**config.mk**
```make
export PLATFORM = sky130hd
export DESIGN_NAME = iack_unit
export DESIGN_NICKNAME = d
export VERILOG_FILES = /design/src/rtl/iack_pkg.sv /design/src/rtl/iack_pick.sv /design/src/rtl/iack_src_bank.sv /design/src/rtl/iack_unit.sv
export SDC_FILE = /design/constraint.sdc
export NUM_CORES = 2
export LEC_CHECK = 0
export ABC_AREA = 1
export BUFFER_PORTS_ARGS = -buffer_cell sky130_fd_sc_hd__buf_2
export CAP_MARGIN = 20
export CORE_UTILIZATION = 35
export DETAILED_ROUTE_END_ITERATION = 8
export GPL_TIMING_DRIVEN = 0
export PLACE_DENSITY = 0.6
export SLEW_MARGIN = 20
export SYNTH_ARGS = -nofsm -noshare
export SYNTH_HDL_FRONTEND = slang
export SYNTH_HIERARCHICAL = 1
export SYNTH_SLANG_ARGS = --single-unit
```
**constraint.sdc**
```tcl
create_clock -name clk -period 21.4 [get_ports clk]
set_input_delay 1.07 -clock clk [delete_from_list [all_inputs] [get_ports clk]]
set_output_delay 1.07 -clock clk [all_outputs]
set_load 0.05 [all_outputs]
```
**src/rtl/iack_pkg.sv**
```systemverilog
package iack_pkg;
    typedef enum logic [1:0] {
        ST_IDLE   = 2'd0,
        ST_EVAL   = 2'd1,
        ST_RETRIG = 2'd2
    } iack_state_e;

    localparam logic [7:0] OFS_ACK = 8'hA0;
    localparam logic [7:0] OFS_EOI = 8'hB0;
endpackage

```
**src/rtl/iack_pick.sv**
```systemverilog
module iack_pick #(
    parameter int N  = 16,
    parameter int PW = 4,
    localparam int IW = $clog2(N)
) (
    input  logic [N-1:0]         req,
    input  logic [N-1:0][PW-1:0] prio,
    output logic                 found,
    output logic [IW-1:0]        idx,
    output logic [PW-1:0]        best
);
    // Linear scan; a strictly greater priority replaces, so the lowest index wins ties.
    always_comb begin
        found = 1'b0;
        idx   = '0;
        best  = '0;
        for (int i = 0; i < N; i++) begin
            if (req[i] && (!found || (prio[i] > best))) begin
                found = 1'b1;
                idx   = IW'(i);
                best  = prio[i];
            end
        end
    end
endmodule

```
**src/rtl/iack_src_bank.sv**
```systemverilog
module iack_src_bank #(
    parameter int NSRC = 16,
    parameter int NCPU = 2,
    parameter int PW   = 4,
    parameter int VW   = 8,
    localparam int IW  = $clog2(NSRC),
    localparam int CW  = (NCPU > 1) ? $clog2(NCPU) : 1
) (
    input  logic                      clk,
    input  logic                      rst_n,
    input  logic [NSRC-1:0]           src_in,
    input  logic                      cfg_we,
    input  logic [IW-1:0]             cfg_idx,
    input  logic [VW-1:0]             cfg_vec,
    input  logic [PW-1:0]             cfg_prio,
    input  logic                      cfg_level,
    input  logic [NCPU-1:0]           cfg_dest,
    input  logic [NSRC-1:0]           clr_act,
    input  logic [NSRC-1:0]           set_act,
    input  logic [NSRC-1:0]           clr_pend,
    input  logic                      dest_clr_en,
    input  logic [IW-1:0]             dest_clr_idx,
    input  logic [CW-1:0]             dest_clr_cpu,
    output logic [NSRC-1:0]           act,
    output logic [NSRC-1:0][PW-1:0]   prio,
    output logic [NSRC-1:0][VW-1:0]   vec,
    output logic [NSRC-1:0]           level,
    output logic [NSRC-1:0][NCPU-1:0] dest,
    output logic [NSRC-1:0]           deliver
);
    for (genvar i = 0; i < NSRC; i++) begin : g_src
        logic prev_q, pend_q, pend_nx, trig;

        assign trig       = src_in[i] & ~prev_q;
        assign pend_nx    = level[i] ? src_in[i] : ((pend_q & ~clr_pend[i]) | trig);
        assign deliver[i] = pend_nx & ~act[i] & (|dest[i]);

        always_ff @(posedge clk) begin
            if (!rst_n) begin
                prev_q   <= 1'b0;
                pend_q   <= 1'b0;
                act[i]   <= 1'b0;
                prio[i]  <= '0;
                vec[i]   <= '0;
                level[i] <= 1'b0;
                dest[i]  <= '0;
            end else begin
                prev_q <= src_in[i];
                pend_q <= pend_nx;
                if (level[i] && !src_in[i])
                    act[i] <= 1'b0;
                else if (deliver[i] || set_act[i])
                    act[i] <= 1'b1;
                else if (clr_act[i])
                    act[i] <= 1'b0;
                if (cfg_we && cfg_idx == IW'(i)) begin
                    prio[i]  <= cfg_prio;
                    vec[i]   <= cfg_vec;
                    level[i] <= cfg_level;
                    dest[i]  <= cfg_dest;
                end else if (dest_clr_en && dest_clr_idx == IW'(i)) begin
                    dest[i][dest_clr_cpu] <= 1'b0;
                end
            end
        end
    end
endmodule

```
**src/rtl/iack_unit.sv**
```systemverilog
module iack_unit #(
    parameter int NSRC     = 16,
    parameter int NCPU     = 2,
    parameter int IPI_BASE = 12,
    parameter int NIPI     = 4,
    parameter int PW       = 4,
    parameter int VW       = 8,
    localparam int IW      = $clog2(NSRC),
    localparam int CW      = (NCPU > 1) ? $clog2(NCPU) : 1
) (
    input  logic            clk,
    input  logic            rst_n,
    input  logic [NSRC-1:0] src_in,
    input  logic            cfg_we,
    input  logic [IW-1:0]   cfg_idx,
    input  logic [VW-1:0]   cfg_vec,
    input  logic [PW-1:0]   cfg_prio,
    input  logic            cfg_level,
    input  logic [NCPU-1:0] cfg_dest,
    input  logic            ctpr_we,
    input  logic [CW-1:0]   ctpr_cpu,
    input  logic [PW-1:0]   ctpr_val,
    input  logic [VW-1:0]   spur_vec,
    input  logic            rd_en,
    input  logic [CW-1:0]   rd_cpu,
    input  logic [7:0]      rd_addr,
    output logic            rd_valid,
    output logic [31:0]     rd_data,
    output logic [NCPU-1:0] irq_out
);
    import iack_pkg::*;

    localparam logic [IW:0] IPI_LO = (IW+1)'(IPI_BASE);
    localparam logic [IW:0] IPI_HI = (IW+1)'(IPI_BASE + NIPI);

    iack_state_e st, st_nx;
    logic [CW-1:0]   cpu_q;
    logic            found_q;
    logic [IW-1:0]   idx_q;
    logic [NCPU-1:0] rem_q, rem;
    logic            is_ipi, ack_ok, dest_clr_en;

    logic [NSRC-1:0]           act, level, deliver, clr_act_v, set_act_v, clr_pend_v;
    logic [NSRC-1:0][PW-1:0]   prio;
    logic [NSRC-1:0][VW-1:0]   vec;
    logic [NSRC-1:0][NCPU-1:0] dest;

    logic [NCPU-1:0][NSRC-1:0] raised, insvc, clr_r, set_r, set_isr, clr_isr, retrig_set;
    logic [NCPU-1:0][PW-1:0]   ctpr, r_prio, s_prio;
    logic [NCPU-1:0][IW-1:0]   r_idx, s_idx;
    logic [NCPU-1:0]           r_found, s_found, want, hold;

    iack_src_bank #(.NSRC(NSRC), .NCPU(NCPU), .PW(PW), .VW(VW)) i_bank (
        .clk(clk), .rst_n(rst_n), .src_in(src_in),
        .cfg_we(cfg_we), .cfg_idx(cfg_idx), .cfg_vec(cfg_vec), .cfg_prio(cfg_prio),
        .cfg_level(cfg_level), .cfg_dest(cfg_dest),
        .clr_act(clr_act_v), .set_act(set_act_v), .clr_pend(clr_pend_v),
        .dest_clr_en(dest_clr_en), .dest_clr_idx(idx_q), .dest_clr_cpu(cpu_q),
        .act(act), .prio(prio), .vec(vec), .level(level), .dest(dest), .deliver(deliver)
    );

    for (genvar c = 0; c < NCPU; c++) begin : g_cpu
        iack_pick #(.N(NSRC), .PW(PW)) i_pick_raised (
            .req(raised[c]), .prio(prio), .found(r_found[c]), .idx(r_idx[c]), .best(r_prio[c])
        );
        iack_pick #(.N(NSRC), .PW(PW)) i_pick_insvc (
            .req(insvc[c]), .prio(prio), .found(s_found[c]), .idx(s_idx[c]), .best(s_prio[c])
        );
        assign want[c] = r_found[c] && act[r_idx[c]] && (r_prio[c] > ctpr[c])
                         && (!s_found[c] || (r_prio[c] > s_prio[c]));
        assign hold[c] = ((st == ST_IDLE) && rd_en && (rd_addr == OFS_ACK) && (rd_cpu == CW'(c)))
                         || ((st == ST_EVAL) && (cpu_q == CW'(c)));

        // nothing but a committed acknowledge adds to an in-service set
        assert_isr_only_on_ack_R5: assert property (@(posedge clk) disable iff (!rst_n)
            ($past(st) != ST_EVAL) |-> ((insvc[c] & ~$past(insvc[c])) == '0));
    end

    always_comb begin
        for (int c = 0; c < NCPU; c++)
            for (int i = 0; i < NSRC; i++)
                set_r[c][i] = (deliver[i] & dest[i][c]) | retrig_set[c][i];
    end

    // Next state and commit controls
    always_comb begin
        st_nx       = st;
        ack_ok      = 1'b0;
        dest_clr_en = 1'b0;
        clr_act_v   = '0;
        set_act_v   = '0;
        clr_pend_v  = '0;
        clr_r       = '0;
        set_isr     = '0;
        clr_isr     = '0;
        retrig_set  = '0;
        rem         = dest[idx_q] & ~(NCPU'(1) << cpu_q);
        is_ipi      = ({1'b0, idx_q} >= IPI_LO) && ({1'b0, idx_q} < IPI_HI);
        unique case (st)
            ST_IDLE: begin
                if (rd_en) begin
                    if (rd_addr == OFS_ACK)
                        st_nx = ST_EVAL;
                    else if (rd_addr == OFS_EOI && s_found[rd_cpu])
                        clr_isr[rd_cpu][s_idx[rd_cpu]] = 1'b1;
                end
            end
            ST_EVAL: begin
                st_nx = ST_IDLE;
                if (found_q) begin
                    ack_ok = act[idx_q] && (prio[idx_q] > ctpr[cpu_q]);
                    clr_r[cpu_q][idx_q] = 1'b1;
                    if (ack_ok)
                        set_isr[cpu_q][idx_q] = 1'b1;
                    if (!ack_ok || !level[idx_q])
                        clr_act_v[idx_q] = 1'b1;
                    if (!level[idx_q])
                        clr_pend_v[idx_q] = 1'b1;
                    if (is_ipi) begin
                        dest_clr_en = 1'b1;
                        if ((|rem) && !level[idx_q])
                            st_nx = ST_RETRIG;
                    end
                end
            end
            ST_RETRIG: begin
                st_nx = ST_IDLE;
                set_act_v[idx_q] = 1'b1;
                for (int c = 0; c < NCPU; c++)
                    retrig_set[c][idx_q] = rem_q[c];
            end
            default: st_nx = ST_IDLE;
        endcase
    end

    // State register and acknowledge context
    always_ff @(posedge clk) begin
        if (!rst_n) begin
            st      <= ST_IDLE;
            cpu_q   <= '0;
            found_q <= 1'b0;
            idx_q   <= '0;
            rem_q   <= '0;
        end else begin
            st <= st_nx;
            if (st == ST_IDLE && rd_en && rd_addr == OFS_ACK) begin
                cpu_q   <= rd_cpu;
                found_q <= r_found[rd_cpu];
                idx_q   <= r_idx[rd_cpu];
            end
            if (st == ST_EVAL)
                rem_q <= rem;
        end
    end

    // Per-CPU sets and task priorities
    always_ff @(posedge clk) begin
        if (!rst_n) begin
            raised <= '0;
            insvc  <= '0;
            ctpr   <= '0;
        end else begin
            raised <= (raised & ~clr_r) | set_r;
            insvc  <= (insvc & ~clr_isr) | set_isr;
            if (ctpr_we)
                ctpr[ctpr_cpu] <= ctpr_val;
        end
    end

    // Outputs
    always_ff @(posedge clk) begin
        if (!rst_n) begin
            rd_valid <= 1'b0;
            rd_data  <= '0;
            irq_out  <= '0;
        end else begin
            rd_valid <= 1'b0;
            irq_out  <= want & ~hold;
            if (st == ST_IDLE && rd_en && rd_addr != OFS_ACK) begin
                rd_valid <= 1'b1;
                rd_data  <= (rd_addr == OFS_EOI) ? 32'd0 : '1;
            end else if (st == ST_EVAL) begin
                rd_valid <= 1'b1;
                rd_data  <= (found_q && ack_ok) ? 32'(vec[idx_q]) : 32'(spur_vec);
            end
        end
    end

    assert_irq_low_in_eval_R3: assert property (@(posedge clk) disable iff (!rst_n)
        (st == ST_EVAL) |-> !irq_out[cpu_q]);

    assert_raised_dropped_R6: assert property (@(posedge clk) disable iff (!rst_n)
        (st == ST_EVAL && found_q && !(deliver[idx_q] && dest[idx_q][cpu_q]))
        |=> !raised[cpu_q][idx_q]);

    assert_eoi_zero_R8: assert property (@(posedge clk) disable iff (!rst_n)
        (st == ST_IDLE && rd_en && rd_addr == OFS_EOI) |=> (rd_valid && rd_data == 32'd0));

    assert_unmapped_ones_R9: assert property (@(posedge clk) disable iff (!rst_n)
        (st == ST_IDLE && rd_en && rd_addr != OFS_ACK && rd_addr != OFS_EOI)
        |=> (rd_valid && rd_data == 32'hFFFF_FFFF));

    assert_one_result_R10: assert property (@(posedge clk) disable iff (!rst_n)
        rd_valid |-> ($past(st) == ST_EVAL || ($past(st) == ST_IDLE && $past(rd_en))));
endmodule

```
---- Word level (Yosys, flattened, before mapping) ----
Index checks and enable logic that the tools add are counted.
storage, ports and cells
  register bits after elaboration ......... 405
  input bits .............................. 62
  output and inout port bits .............. 35
  word-level logic and storage cells ...... 1,166
cells by class
  bitwise gates (word level) .............. 224
  shift-type cells ........................ 1
  equality and inequality tests ........... 37
  reduce and logical (&&, ||, !) cells .... 361
  magnitude comparators ................... 78
  muxes and demuxes ....................... 339
operators with widths
  operator            number
  $mux 32             13
  $mux 4              104
  $gt 4x4->1          65
  $mux 16             9
  $mux 1              134
  $logic_and 1x1->1   130
  $and 1x1->1         96
  $mux 2              46
  $logic_or 1x1->1    81
  $logic_not 1->1     80
  $reduce_bool 2->1   33
  $reduce_or 2->1     33
  $and 32x32->32      2
  $eq 4x4->1 const B  16
  $not 32->32         2
  $or 32x32->32       2
  $not 1->1           51
  $mux 3              16
  $or 1x1->1          48
  $and 2x2->2         18
  $and 16x16->16      2
  $bmux 8 s4          1
  $demux 16 s1        2
  $eq 4x3->1 const B  8
  27 further kinds    48

---- Depth between registers and ports, before layout ----
  depth after elaboration ................. 76
  mapped depth ............................ 167

---- Modules after synthesis ----
The synthesis kept the hierarchy.
modules (own cells, without submodules)
  module         cells an instance  times used  area each (um^2)
  iack_pick      486                4           2,757.6
  iack_src_bank  1,507              1           10,989.3
  iack_unit      1,318              1           7,753.7

---- Worst setup path after synthesis ----
Ideal clock, no wire load.
  kind .................................... register to register
  start point ............................. reg insvc[16] (netlist bit)
  end point ............................... reg insvc[16] (netlist bit)
  arrival time ............................ 16.170 ns
  setup slack ............................. 5.097 ns
  setup time .............................. 0.132 ns
  stages on the path, launching flop included .. 156
  clock period less this slack ............ 16.303 ns
  buffers on the path ..................... 0
  required time ........................... 21.268 ns
  path through ............................ dfxtp_1 > nand2_1 > ha_1 > nand2_1 > inv_2 > nand2_1 > nand2_1 > nand2_1 > nand2_1 > nand2_1 > nand2_1 > and2_1 > ha_1 > nand2_1 > inv_2 > o21ai_1 > nand2_1 > nand2_1 > [120 not listed] > ha_1 > inv_1 > nor2_1 > o21bai_1 > nand2_1 > o21ai_0 > o21ai_0 > nand2_1 > nand3_1 > a21oi_1 > nand2_1 > or2_1 > o21ai_2 > inv_2 > nor3_2 > nand2_1 > o21ai_1 > a21oi_1
RTL lines
  item                    line              source
  start, declared         iack_unit.sv:48   logic [NCPU-1:0][NSRC-1:0] raised, insvc, clr_r, set_r, set_isr, clr_isr, retrig_set;
  start signal, assigned  iack_unit.sv:164  insvc <= (insvc & ~clr_isr) | set_isr;

==> run metrics <==
first-pass GRT wire length=173000 um; M2 GR Usage=0.440; Yosys reg bits=382; Synth area leader=dfxtp_1; CP max FO=10; critical path data arrival time=19.74 ns; # diodes=0; minimum clock period=19.19 ns; EDFF count, synth=0; die width=294 um; buffers added on ports=95; max-cap violation count=0; Clock Tree Root=clkbuf_16; area delta synth->final=11.7%; fmax=52.1 MHz; Synth warnings=6; Setup crit start=i_bank/prio[1]; Pwr Density=52.7 nW/um^2; setup violators final=0; Post-Synthesis Cell Area=29800 um^2; residual DRC count=0; CP Capture Point=irq_out[0]; Worst-Skew Late Latency=0.60 ns; Comb pwr share=0.102; largest net degree at the start of global routing=26; chip height=294 um; syn avg cell area=6.24 um^2; clock skew=0.0155 ns; FF-to-FF End=irq_out[0]; Tot GR Track Use=0.263; sequential area share after synthesis=0.257; Final ANT Viol Nets=0; Vias=32000; Internal Power=1.27 mW; post-synthesis async set-or-reset flop share=0; vias in the first global route=29600; placed insts=5998; Synthesized Nets=5063; Cells after Synth=4769; critical path class=reg2reg; Worst R2R Setup Slack=2.21 ns; Iteration-0 DRC Markers=2987; met1 usage=0.340; post-DP HPWL=92300 um; Min-Delay Path Depth=2; Row Count=106; sequential share of power=0.428; VDD IR max=56.8 uV; Slew headroom=0.374; Clock Path Buffers=3; Yosys top cell area share=0.257; sw power=482 uW; worst r2r src=i_bank/prio[1]; unrepaired setup endpoints after global routing=yes; Num CTS Buffers=44; post-synth cell types=48; Critical Path RT=21.94 ns; WL per Instance=19.1 um; CP endpoint kind=flip-flop; list of most frequent post-synthesis cells=1213 x nand2_1, 602 x nor2_1, 511 x inv_1, 405 x o21ai_0, 382 x dfxtp_1; CTS sink count=382; layout cell share with drive strength beyond 1=0.120; top-count cell post-synth=nand2_1; Slew Viols, Final=0; Crit path largest cell delay=0.46 ns; initial antenna violation count=5; Die ar.=86200 um^2; drt first pass iters=8; Most common cell on crit path=nand2_1; Core Region=84000 um^2; CP Launch Type=flip-flop; Final Hold Vio Count=0; Tcrit/Tclk final=0.897; Worst Max-Slew Pin Slew=0.939 ns; CP max-delay cell=dfxtp_2; Worst-path clk slew=0.06 ns; GRT overflow=0; post-CTS setup buffer count=0; Worst Reg-to-Reg Cells=157; TritonCTS clock tree=built; synth top area cells=dfxtp_1 26%, nand2_1 15%, ha_1 9.7%; most used routing layer=met2; class of the worst hold path=reg2reg; # nets final=5204; Top Ports=97; routability cong.=1.02; Final Power=1.75 mW; Via density=5.27; met3 GRT Util=0.0311; sw frac=0.275; Synth Flop Type=dfxtp_1; Clock power frac=0.471; final wirelength=116000 um; static leakage=15.9 nW; htree depth=2; final non-filler cell total=6078; initial core utilization=0.355; status=finished, final reports clean
-- flip-flops by register name (all words and copies together), names as in the netlist, 8 cells and up --
signal               cells
raised                  32
i_bank/dest             32
i_bank/prio             64
i_bank/act              16
ctpr                     8
insvc                   32
i_bank/level            16
rd_data                  9
i_bank/g_src.prev_q     16
i_bank/vec             128
i_bank/g_src.pend_q     16
-- cell families (layout without fill, tap and decap cells) --
| family | count (synthesis) | after routing | synth area share |
|---|---|---|---|
| simple gates | 2456 | 2456 | 0.369 |
| compound gates | 932 | 932 | 0.172 |
| buf+inv | 767 | 942 | 0.105 |
| flops | 382 | 382 | 0.257 |
| fa+ha+maj | 232 | 232 | 0.0975 |
-- worst min path at each step --
stage | startpoint | end | slack, ns
2_1_floorplan | i_bank/vec[4] | i_bank/vec[4] | 0.44
3_3_place_gp | i_bank/vec[3] | i_bank/vec[3] | 0.45
3_5_place_dp | i_bank/vec[3] | i_bank/vec[3] | 0.46
4_1_cts | i_bank/vec[98] | i_bank/vec[98] | 0.47
5_1_grt | i_bank/vec[97] | i_bank/vec[97] | 0.48
6_report | i_bank/vec[99] | i_bank/vec[99] | 0.47
-- cell type report --
class	instances	area, um^2
inverter	587	2200
multi-input combinational	3620	19000
tap	1134	1420
buffer	180	916
clock inverter	21	279
sequential	382	7660
fill	9162	50700
clock buffer	59	1290
timing repair buffer	95	475
-- power groups by stage --
| stage | clock network (mW) | registers (mW) | logic, mW |
|---|---|---|---|
| after floorplan | 0 | 0.759 | 0.117 |
| final | 0.825 | 0.750 | 0.178 |
| after detailed placement | 0 | 0.765 | 0.175 |
| after global routing | 0.862 | 0.751 | 0.198 |
| after CTS | 0.833 | 0.749 | 0.176 |
| after global placement | 0 | 0.764 | 0.173 |
-- worst max-delay path, delay by kind of cell, from the launching register on --
kind,cells,cell delay (ns)
AO/OA/AOI/OAI,31,4.00
adder cells (fa/ha/maj),16,5.01
buffers and inverters,17,1.14
flip-flops,1,0.46
AND/OR/NAND/NOR,93,8.49
-- routing by layer --
layer	part of all wire	up-vias	wire length, um
li1	-	15800	-
met1	0.43	14800	49800
met2	0.45	1186	52400
met3	0.072	250	8330
met4	0.046	6	5310
met5	0.00036	-	42
-- what timing repair did --
item,in CTS,in global routing
hold buffers,0,0
resized for setup,0,27
endpoints found under the hold margin,0,0
endpoints found under the setup margin,0,34
-- placed cells by master (no fill, tap or decap), types with 13 or more instances in the layout --
cell       netlist  routed
buf_2           38     133
or2_2           13      13
and2_1          28      28
nand2_4         40      40
nor2_1         602     602
a31oi_1         19      19
o21bai_1        40      40
clkbuf_1        84      86
clkbuf_8         0      13
o21ai_0        405     391
nand2_2        105     108
a21oi_1        263     263
clkbuf_16        0      44
nand3_2         38      38
inv_1          511     511
buf_4           40      40
dfxtp_1        382     373
nand3_1        242     242
inv_2           76      76
nand2_1       1213    1210
nor2_2          16      16
o21ai_1         80      93
ha_1           232     232
o21a_1          20      20
a22oi_1         75      75
nand4_1         94      94
-- through the flow --
step | TNS (ns) | cell area, um^2 | hold slack, ns | worst slack (ns) | util
after global placement | 0 | 31700 | 0.453 | 2.09 | 0.377
after floorplan | 0 | 29800 | 0.445 | 5.10 | -
after detailed placement | 0 | 31700 | 0.456 | 1.97 | 0.377
final | 0 | 33300 | 0.466 | 2.21 | 0.396
after CTS | 0 | 33200 | 0.468 | 1.89 | 0.396
after global routing | -0.177 | 33300 | 0.477 | -0.0304 | 0.396
Note: power is estimated with default switching activity, not from simulation.
